## config.mk

```make
export PLATFORM = sky130hd
export DESIGN_NAME = swo_supply_switch
export DESIGN_NICKNAME = d
export VERILOG_FILES = /design/src/rtl/swo_pkg.sv /design/src/rtl/swo_flag_qual.sv /design/src/rtl/swo_mode_fsm.sv /design/src/rtl/swo_pfo_gen.sv /design/src/rtl/swo_supply_switch.sv
export SDC_FILE = /design/constraint.sdc
export NUM_CORES = 1
export LEC_CHECK = 0
export ABC_AREA = 1
export BUFFER_PORTS_ARGS = -buffer_cell sky130_fd_sc_hd__buf_2
export CAP_MARGIN = 20
export CORE_UTILIZATION = 50
export CTS_BUF_LIST = sky130_fd_sc_hd__clkbuf_4
export DETAILED_ROUTE_END_ITERATION = 16
export GPL_ROUTABILITY_DRIVEN = 0
export PLACE_DENSITY = 0.79
export REMOVE_ABC_BUFFERS = 1
export SYNTH_ARGS = -nofsm -noshare
export SYNTH_HDL_FRONTEND = slang
export SYNTH_SLANG_ARGS = --single-unit
```

## constraint.sdc

```tcl
create_clock -name clk -period 1.3 [get_ports clk]
set_input_delay 0.13 -clock clk [delete_from_list [all_inputs] [get_ports clk]]
set_output_delay 0.13 -clock clk [all_outputs]
set_load 0.02 [all_outputs]
```

## src/rtl/swo_pkg.sv

```systemverilog
// Shared definitions for the supply switchover controller.
// Assumes: flag indices are used only inside this block.
package swo_pkg;
    typedef enum logic {
        SRC_MAIN = 1'b0,
        SRC_BATT = 1'b1
    } src_e;

    localparam int NFLAG    = 5;
    localparam int FL_SW    = 0;
    localparam int FL_RST   = 1;
    localparam int FL_BA    = 2;
    localparam int FL_FLOOR = 3;
    localparam int FL_PF    = 4;
endpackage

```

## src/rtl/swo_flag_qual.sv

```systemverilog
// Resynchronises one asynchronous comparator flag. Its output then
// follows the flag only after the synchronised value has differed from
// the current output for STABLE_CYCLES consecutive clocks.
// Assumes: SYNC_STAGES >= 1, STABLE_CYCLES >= 1, synchronous active-low reset.
module swo_flag_qual #(
    parameter int SYNC_STAGES   = 2,
    parameter int STABLE_CYCLES = 16
) (
    input  logic clk,
    input  logic rst_n,
    input  logic raw_i,
    output logic qual_o
);
    localparam int CW = (STABLE_CYCLES < 2) ? 1 : $clog2(STABLE_CYCLES);
    localparam logic [CW-1:0] CNT_LAST = CW'(STABLE_CYCLES - 1);

    logic [SYNC_STAGES-1:0] chain_q;
    logic                   sync_w;
    logic [CW-1:0]          cnt_q;

    // Synchroniser chain: variant chosen by stage count
    generate
        if (SYNC_STAGES == 1) begin : g_one
            always_ff @(posedge clk) begin
                if (!rst_n) chain_q <= '0;
                else        chain_q <= raw_i;
            end
        end else begin : g_many
            always_ff @(posedge clk) begin
                if (!rst_n) chain_q <= '0;
                else        chain_q <= {chain_q[SYNC_STAGES-2:0], raw_i};
            end
        end
    endgenerate

    assign sync_w = chain_q[SYNC_STAGES-1];

    // Stability filter: count clocks of disagreement, update on the last one
    always_ff @(posedge clk) begin
        if (!rst_n) begin
            cnt_q  <= '0;
            qual_o <= 1'b0;
        end else if (sync_w == qual_o) begin
            cnt_q <= '0;
        end else if (cnt_q == CNT_LAST) begin
            cnt_q  <= '0;
            qual_o <= sync_w;
        end else begin
            cnt_q <= cnt_q + 1'b1;
        end
    end

    // the output only moves toward the value the synchroniser showed
    assert_filter_follows_R9: assert property (@(posedge clk) disable iff (!rst_n)
        !$stable(qual_o) |-> (qual_o == $past(sync_w)));

    // a disagreement seen with an empty counter cannot update at once
    assert_no_early_update_R9: assert property (@(posedge clk) disable iff (!rst_n)
        (STABLE_CYCLES > 1 && sync_w != qual_o && cnt_q == '0) |=> $stable(qual_o));
endmodule

```

## src/rtl/swo_mode_fsm.sv

```systemverilog
// Mode state machine: picks the main supply or the battery from the
// qualified flags. It enters and leaves battery mode on separate rules.
// Assumes: inputs are already synchronised and filtered.
module swo_mode_fsm
    import swo_pkg::*;
(
    input  logic clk,
    input  logic rst_n,
    input  logic q_below_sw_i,
    input  logic q_below_rst_i,
    input  logic q_batt_above_i,
    input  logic q_below_floor_i,
    output src_e state_o
);
    logic enter_w;
    logic leave_w;
    src_e next_w;

    // Entry and exit conditions
    always_comb begin
        enter_w = (q_below_sw_i && q_batt_above_i) || q_below_floor_i;
        leave_w = !q_below_rst_i && !q_below_sw_i && !q_below_floor_i;
        next_w  = state_o;
        case (state_o)
            SRC_MAIN: if (enter_w) next_w = SRC_BATT;
            SRC_BATT: if (leave_w) next_w = SRC_MAIN;
            default:  next_w = SRC_MAIN;
        endcase
    end

    // State register
    always_ff @(posedge clk) begin
        if (!rst_n) state_o <= SRC_MAIN;
        else        state_o <= next_w;
    end

    // below the switch threshold without a higher battery, stay on main
    assert_hold_main_R4: assert property (@(posedge clk) disable iff (!rst_n)
        (state_o == SRC_MAIN && q_below_sw_i && !q_batt_above_i && !q_below_floor_i)
        |=> state_o == SRC_MAIN);

    // battery flag alone never causes entry
    assert_batt_alone_R5: assert property (@(posedge clk) disable iff (!rst_n)
        (state_o == SRC_MAIN && !q_below_sw_i && !q_below_floor_i)
        |=> state_o == SRC_MAIN);

    // floor forces entry
    assert_floor_entry_R3: assert property (@(posedge clk) disable iff (!rst_n)
        (state_o == SRC_MAIN && q_below_floor_i) |=> state_o == SRC_BATT);

    // no return while still below the reset threshold
    assert_hold_batt_R6: assert property (@(posedge clk) disable iff (!rst_n)
        (state_o == SRC_BATT && q_below_rst_i) |=> state_o == SRC_BATT);
endmodule

```

## src/rtl/swo_pfo_gen.sv

```systemverilog
// Power-fail warning generator: drives the active-low output low on a
// low sense input, a main supply under the switch threshold, or battery mode.
// Assumes: inputs are qualified flags and the registered mode.
module swo_pfo_gen (
    input  logic clk,
    input  logic rst_n,
    input  logic q_pf_below_i,
    input  logic q_below_sw_i,
    input  logic batt_mode_i,
    output logic pf_n_o
);
    // Registered warning, held low during reset
    always_ff @(posedge clk) begin
        if (!rst_n) pf_n_o <= 1'b0;
        else        pf_n_o <= !(q_pf_below_i || q_below_sw_i || batt_mode_i);
    end

    // battery mode forces the warning low on the next cycle
    assert_batt_forces_low_R8: assert property (@(posedge clk) disable iff (!rst_n)
        batt_mode_i |=> !pf_n_o);

    // a low sense input drives the warning low
    assert_sense_low_R7: assert property (@(posedge clk) disable iff (!rst_n)
        q_pf_below_i |=> !pf_n_o);
endmodule

```

## src/rtl/swo_supply_switch.sv

```systemverilog
// Top of the backup supply switchover controller. It qualifies the five
// comparator flags, runs the mode state machine and drives the rail
// select, the battery status and the power-fail warning.
// Assumes: all flag inputs are asynchronous to clk; reset is synchronous.
module swo_supply_switch
    import swo_pkg::*;
#(
    parameter int SYNC_STAGES   = 2,
    parameter int STABLE_CYCLES = 16
) (
    input  logic clk,
    input  logic rst_n,
    input  logic main_below_sw_i,
    input  logic main_below_rst_i,
    input  logic batt_above_main_i,
    input  logic main_below_floor_i,
    input  logic pfin_below_ref_i,
    output logic rail_batt_o,
    output logic batt_mode_o,
    output logic pf_n_o
);
    logic [NFLAG-1:0] raw_w;
    logic [NFLAG-1:0] q_w;
    src_e             state_w;

    // Gather raw flags into a vector by index
    always_comb begin
        raw_w           = '0;
        raw_w[FL_SW]    = main_below_sw_i;
        raw_w[FL_RST]   = main_below_rst_i;
        raw_w[FL_BA]    = batt_above_main_i;
        raw_w[FL_FLOOR] = main_below_floor_i;
        raw_w[FL_PF]    = pfin_below_ref_i;
    end

    generate
        for (genvar gi = 0; gi < NFLAG; gi++) begin : g_qual
            swo_flag_qual #(
                .SYNC_STAGES  (SYNC_STAGES),
                .STABLE_CYCLES(STABLE_CYCLES)
            ) u_qual (
                .clk   (clk),
                .rst_n (rst_n),
                .raw_i (raw_w[gi]),
                .qual_o(q_w[gi])
            );
        end
    endgenerate

    swo_mode_fsm u_fsm (
        .clk            (clk),
        .rst_n          (rst_n),
        .q_below_sw_i   (q_w[FL_SW]),
        .q_below_rst_i  (q_w[FL_RST]),
        .q_batt_above_i (q_w[FL_BA]),
        .q_below_floor_i(q_w[FL_FLOOR]),
        .state_o        (state_w)
    );

    assign rail_batt_o = (state_w == SRC_BATT);
    assign batt_mode_o = (state_w == SRC_BATT);

    swo_pfo_gen u_pfo (
        .clk         (clk),
        .rst_n       (rst_n),
        .q_pf_below_i(q_w[FL_PF]),
        .q_below_sw_i(q_w[FL_SW]),
        .batt_mode_i (batt_mode_o),
        .pf_n_o      (pf_n_o)
    );

    // entry needs a main supply under the switch threshold or under the floor
    assert_entry_cause_R2: assert property (@(posedge clk) disable iff (!rst_n)
        $rose(batt_mode_o) |-> $past(q_w[FL_SW] || q_w[FL_FLOOR]));

    // reset leaves the block on the main supply
    assert_reset_main_R1: assert property (@(posedge clk)
        !rst_n |=> (!rail_batt_o && !pf_n_o));
endmodule

```

==> results of run 1 <==
[final cells by class]
| cell class | instances | area [sq um] |
|---|---|---|
| sequential | 37 | 741 |
| tap | 31 | 38.8 |
| inverter | 26 | 103 |
| clock inverter | 3 | 17.5 |
| timing repair buffer | 14 | 95.1 |
| multi-input combinational | 109 | 578 |
| clock buffer | 5 | 37.5 |
| fill | 239 | 1150 |
[worst min-delay path by stage]
stage,to,slack (ns),startpoint
floorplan,g_qual[0].u_qual.chain_q[0],0.22,rst_n
global placement,g_qual[2].u_qual.chain_q[0],0.31,batt_above_main_i
detailed placement,g_qual[2].u_qual.chain_q[0],0.31,batt_above_main_i
CTS,g_qual[0].u_qual.chain_q[1],0.13,rst_n
global route,g_qual[0].u_qual.chain_q[1],0.13,rst_n
finish,g_qual[0].u_qual.chain_q[1],0.13,rst_n
[state kept, by name (all words and copies together), names as in the netlist]
name,flops
g_qual.u_qual.cnt_q,20
g_qual.u_qual.chain_q,10
g_qual.u_qual.qual_o,5
u_fsm.state_o,1
u_pfo.pf_n_o,1
[kinds of logic (layout without fill, tap and decap cells)]
| family | Yosys count | after routing | synth area share, % |
|---|---|---|---|
| AOI/OAI and AO/OA | 3 | 3 | 1.04 |
| adders and majority gates | 5 | 5 | 4.33 |
| xor gates and xnor gates | 5 | 5 | 3.03 |
| and+or+nand+nor | 96 | 96 | 31.6 |
| buffers and inverters | 29 | 48 | 8.74 |
| DFF | 37 | 37 | 51.3 |
[per-stage QoR]
step | util, % | instances
2_1_floorplan | - | 172
3_3_place_gp | 54.6 | 212
3_5_place_dp | 54.6 | 212
4_1_cts | 58.4 | 225
5_1_grt | 58.4 | 225
6_report | 58.4 | 225
[cells in the final DEF, fill, tap and decap left out]
| cell | n |
|---|---|
| a21oi_1 | 2 |
| buf_2 | 9 |
| clkbuf_4 | 5 |
| clkinv_2 | 2 |
| clkinvlp_4 | 1 |
| dfxtp_1 | 37 |
| dlygate4sd3_1 | 5 |
| ha_1 | 5 |
| inv_1 | 25 |
| inv_6 | 1 |
| nand2_1 | 35 |
| nand3_1 | 10 |
| nand3_2 | 5 |
| nand4_1 | 5 |
| nor2_1 | 35 |
| nor2_4 | 5 |
| nor4_1 | 1 |
| o21ai_0 | 1 |
| xnor2_1 | 5 |
[power by group through the flow]
stage               Sequential [mW]  Clock [mW]  Combinational, mW
CTS                            1.17       0.622             0.0738
global placement               1.19           0             0.0600
floorplan                      1.19           0             0.0370
detailed placement             1.19           0             0.0623
finish                         1.17       0.598             0.0734
global route                   1.17       0.648             0.0826
[metal layers]
layer	global-route usage [%]	routed length, um
met1	17.2	985
met2	28.7	1110
met3	6.98	94
met4	7.50	48
met5	0	0
==> results.tsv, run 1 <==
stage	metric	value	unit
worst_setup_path	cp.required	1.17	ns
clock_network	insertion_delay	0.35	ns
drt	wl_per_cell	9.95	um
power	power_density	1140	nW/um^2
floorplanning	dieArea	3110	sq um
global_route	gr-total-overflow	0	
worst_setup_path	slowest_delay	0.39	ns
worst_setup_path	worstSetupEndpoint	rail_batt_o	
min_path	hold_path.class	primary input to flop	
clock_network	cts_setup_buffers	0	
layout	design_area	1610	sq um
sta	layout_min_cycle_time	1.06	ns
sta	fmax	0.944	GHz
clock_network	cts-resized-gates	0	
sta	rsz0062_at_grt	no	
worst_setup_path	reg2reg_depth	4	
min_path	min_path_cells	3	
floorplanning	start_util	52.4	%
floorplanning	num_rows	19	
yosys	synth.most_common_cell	dfxtp_1	
yosys	synthesis.instances	175	
global_route	grt_pass1_wl	3910	um
worst_setup_path	cp-start-kind	flop	
layout	antennaDiodeCount	0	
yosys	yosys_register_bits	37	
worst_setup_path	rr_endpoint	g_qual[1].u_qual.cnt_q[3]	
worst_setup_path	crit_fanout	4	
floorplanning	die_h	55.8	um
sta	max-slew-margin-rel	78.7	%
drt	drc_errors	0	
yosys	synthArstFlopShare	0	%
worst_setup_path	r2r_setup_slack	0.26	ns
clock_network	htree_levels	2	
drt	vias_per_cell	4.77	
yosys	synth_largest_area_cell	dfxtp_1	
floorplanning	coreArea	2760	sq um
sta	period_share	81.5	%
run	drv_cap	0	
yosys	synth_top_area_share	51.3	%
drt	routed_wl	2240	um
sta	clock_skew	0.00959	ns
worst_setup_path	crit_path_start	u_fsm.state_o	
power	switching_share	24.4	%
placed_design	place_ws	0.270	ns
power	p_int	1.39	mW
placed_design	dp_hpwl	1630	um
power	power.switching	448	uW
sta	hold_viol	0	
sta	worst_slack	0.240	ns
yosys	seq_area_frac_synth	51.3	%
power	p_clk_share	32.6	%
layout	layout-drive-gt1-share	14.4	%
sta	fin_hold_ws	0.133	ns
drt	drt_first_pass_iters	4	
worst_setup_path	path_buf_inv	1	
global_route	antenna_found_initial	0	
sta	drv_slew	0	
yosys	netlist_area	1450	sq um
yosys	avgSynthCellArea	8.26	sq um
sta	setup_viol	0	
worst_setup_path	cp.arrival	0.93	ns
yosys	ys.flop_type	dfxtp_1	
clock_network	clockBufferDepth	2	
worst_setup_path	cp-end-kind	output port	
layout	area_growth	11.4	%
worst_setup_path	r2r_start	g_qual[1].u_qual.cnt_q[0]	
global_route	track_usage	16.5	%
drt	vias	1073	
power	peakVddDrop	798	uV
sta	setup_tns	0	ns
clock_network	path_clk_slew	0.12	ns
placed_design	post_dp_cell_area	1510	sq um
drt	ant_nets	0	
status	status	finished clean	
power	finalPower	1.84	mW
worst_setup_path	path_cells	buf_2	
drt	drt-initial-drc-count	34	
global_route	grt_max_degree	17	
yosys	ys_top_cells_by_count	dfxtp_1 (37), nand2_1 (35), nor2_1 (35)	
clock_network	clock-sinks	37	
worst_setup_path	critical_path_class	flop to output port	
power	p_comb_share	4.0	%
worst_setup_path	cp_top_family	flip-flops	
clock_network	postCtsHoldBufs	5	
placed_design	port_buffers	9	
yosys	synth.area.top_cells	dfxtp_1 (51%), nand2_1 (9.1%), nor2_1 (9.1%)	
clock_network	cts-root-buf	clkbuf_4	
worst_setup_path	worst-path-stages	1	
global_route	grt_pass1_vias	1020	
worst_setup_path	worst_path_max_delay_cell	dfxtp_1	
yosys	synth_edf_count	0	
power	p_seq_share	63.4	%
yosys	synth_warnings	0	
sta	worst_pin_slew	0.319	ns
clock_network	cts_tree	built	
floorplanning	ioPinCount	10	
clock_network	numCtsBuffers	5	
floorplanning	die_w	55.8	um
power	leakage	0.739	nW
layout	nets	205	
yosys	ys_types	17	
Power figures use the tool's default switching activity.
==> run 2: changes to the inputs <==
==> constraint.sdc (replaced) <==
create_clock -name clk -period 1.1 [get_ports clk]
set_input_delay 0.11 -clock clk [delete_from_list [all_inputs] [get_ports clk]]
set_output_delay 0.11 -clock clk [all_outputs]
set_load 0.02 [all_outputs]
==> run 2 against run 1 <==
Against the previous run: first-iteration DRC count fell by 15%; sequential cell count did not move; non-clock buffer count rose by 1; final cell count rose by 0.44%; register-to-register slack got worse by 0.18 ns; clock power rose by 51%; largest cell class unchanged; largest power group unchanged.
==> results.tsv, run 2 (same netlist as run 1, synthesis figures left out) <==
stage	metric	value	unit	change
status	status	finished clean		
sta	setup_viol	0		unchanged
worst_setup_path	path_cells	ha_1, nand3_1, nand3_2, nor2_1		
drt	ant_nets	0		unchanged
sta	worst_pin_slew	0.217	ns	-0.103 ns
drt	drt_first_pass_iters	4		unchanged
global_route	track_usage	16.5	%	about the same
drt	drc_errors	0		unchanged
layout	regMostFlops	g_qual.u_qual.cnt_q		
sta	fmax	0.985	GHz	
drt	wl_per_cell	9.25	um	-7.1%
drt	vias_per_cell	4.62		-3.0%
placed_design	post_dp_cell_area	1510	sq um	+0.50%
sta	clock_skew	0.00597	ns	-0.00361 ns
global_route	grt_pass1_wl	3910	um	unchanged
sta	layout_min_cycle_time	1.02	ns	
global_route	grt_max_degree	12		-5
clock_network	cts_tree	built		
layout	antennaDiodeCount	0		unchanged
worst_setup_path	slowest_delay	0.39	ns	about the same
sta	drv_slew	0		unchanged
worst_setup_path	cp.arrival	1.25	ns	+0.32 ns
floorplanning	die_w	55.8	um	unchanged
placed_design	dp_hpwl	1590	um	-2.2%
clock_network	cts_setup_buffers	0		unchanged
clock_network	numCtsBuffers	5		unchanged
clock_network	cts-root-buf	clkbuf_4		
layout	layout-drive-gt1-share	16.9	%	+2.5 points
worst_setup_path	cp-end-kind	flop		
worst_setup_path	crit_fanout	4		unchanged
floorplanning	start_util	52.4	%	unchanged
worst_setup_path	rr_endpoint	g_qual[1].u_qual.cnt_q[0]		
sta	hold_viol	0		unchanged
floorplanning	die_h	55.8	um	unchanged
floorplanning	coreArea	2760	sq um	unchanged
worst_setup_path	worst_path_max_delay_cell	dfxtp_1		
worst_setup_path	critical_path_class	flop to flop		
power	power_density	1430	nW/um^2	+25%
worst_setup_path	cp.required	1.33	ns	+0.16 ns
sta	fin_hold_ws	0.0830	ns	-0.0497 ns
floorplanning	num_rows	19		unchanged
sta	rsz0062_at_grt	no		
sta	setup_tns	0	ns	unchanged
drt	vias	1045		-2.6%
clock_network	path_clk_slew	0.10	ns	-0.02 ns
min_path	min-delay-start	rst_n		
power	peakVddDrop	1230	uV	+54%
clock_network	clockBufferDepth	2		unchanged
clock_network	htree_levels	2		unchanged
power	leakage	0.758	nW	+2.5%
layout	layout_common_cells	nor2_1 (35), nand2_1 (35), dfxtp_1 (34)		
layout	largestRegisters	g_qual.u_qual.cnt_q (20), g_qual.u_qual.chain_q (10), g_qual.u_qual.qual_o (5)		
worst_setup_path	r2r_setup_slack	0.08	ns	-0.18 ns
min_path	min_path_cells	3		unchanged
layout	design_area	1660	sq um	+2.8%
min_path	min_to	g_qual[4].u_qual.chain_q[1]		
layout	largest_reg_flops	20		unchanged
drt	drt-initial-drc-count	29		-15%
worst_setup_path	r2r_start	g_qual[1].u_qual.cnt_q[0]		
placed_design	port_buffers	9		unchanged
power	finalPower	2.37	mW	+29%
clock_network	insertion_delay	0.33	ns	-0.02 ns
clock_network	clock-sinks	37		unchanged
sta	max-slew-margin-rel	85.4	%	+6.7 points
layout	area_growth	14.5	%	
drt	routed_wl	2090	um	-6.7%
sta	period_share	92.3	%	
layout	nets	206		+0.49%
worst_setup_path	reg2reg_depth	4		unchanged
global_route	antenna_found_initial	0		unchanged
global_route	grt_pass1_vias	1027		+0.69%
floorplanning	ioPinCount	10		unchanged
worst_setup_path	cp-start-kind	flop		
global_route	gr-total-overflow	0		unchanged
min_path	hold_path.class	primary input to flop		
run	drv_cap	0		unchanged
floorplanning	dieArea	3110	sq um	unchanged
-- run 2: cell type report --
type	instances	area, sq um
fill	225	1100
sequential	37	744
multi-input combinational	109	588
timing repair buffer	15	103
inverter	26	103
clock buffer	6	45.0
tap	31	38.8
clock inverter	2	33.8
-- run 2: worst max-delay path, delay by kind of cell (launching register included) --
kind / cells / cell delay, ns
adder cells (fa/ha/maj): 1 / 0.20
flip-flops: 1 / 0.39
AND/OR/NAND/NOR: 3 / 0.33
-- run 2: how the worst max path moves through the flow --
stage,from,to,cells after the start
6_report,g_qual[1].u_qual.cnt_q[0],g_qual[1].u_qual.cnt_q[0],4
3_3_place_gp,g_qual[2].u_qual.cnt_q[0],g_qual[2].u_qual.cnt_q[0],4
2_1_floorplan,g_qual[1].u_qual.cnt_q[0],g_qual[1].u_qual.cnt_q[2],4
5_1_grt,g_qual[2].u_qual.cnt_q[0],g_qual[2].u_qual.cnt_q[2],4
4_1_cts,g_qual[0].u_qual.cnt_q[0],g_qual[0].u_qual.cnt_q[2],4
3_5_place_dp,g_qual[2].u_qual.cnt_q[0],g_qual[2].u_qual.cnt_q[2],4
-- run 2: layer usage --
layer  share of wire [%]  GRT usage (%)  vias up  wire (um)
li1                    -              -      574          -
met4                 2.2           7.50        0         47
met5                   0              0        -          0
met1                  45           17.2      454        936
met2                  49           28.7       13       1030
met3                 3.8           6.98        4         79
-- run 2: power breakdown --
part / leakage, nW / switching [mW] / internal (mW)
Sequential: 0.302 / 0.0136 / 1.36
Clock: 0.0433 / 0.406 / 0.498
Combinational: 0.412 / 0.0496 / 0.0395
Total: 0.758 / 0.469 / 1.90
-- run 2: per-stage QoR --
| step | instances | setup slack, ns | utilization [%] |
|---|---|---|---|
| finish | 226 | 0.0850 | 60.0 |
| global route | 226 | 0.00276 | 60.0 |
| CTS | 226 | 0.0447 | 59.5 |
| detailed placement | 213 | 0.0727 | 54.9 |
| global placement | 213 | 0.132 | 54.9 |
| floorplan | 172 | 0.187 | - |
-- run 2: what timing repair did --
action,in CTS,in global routing
hold buffers,5,0
gates resized for setup,0,5
setup endpoints to repair,0,11
hold endpoints to repair,5,0
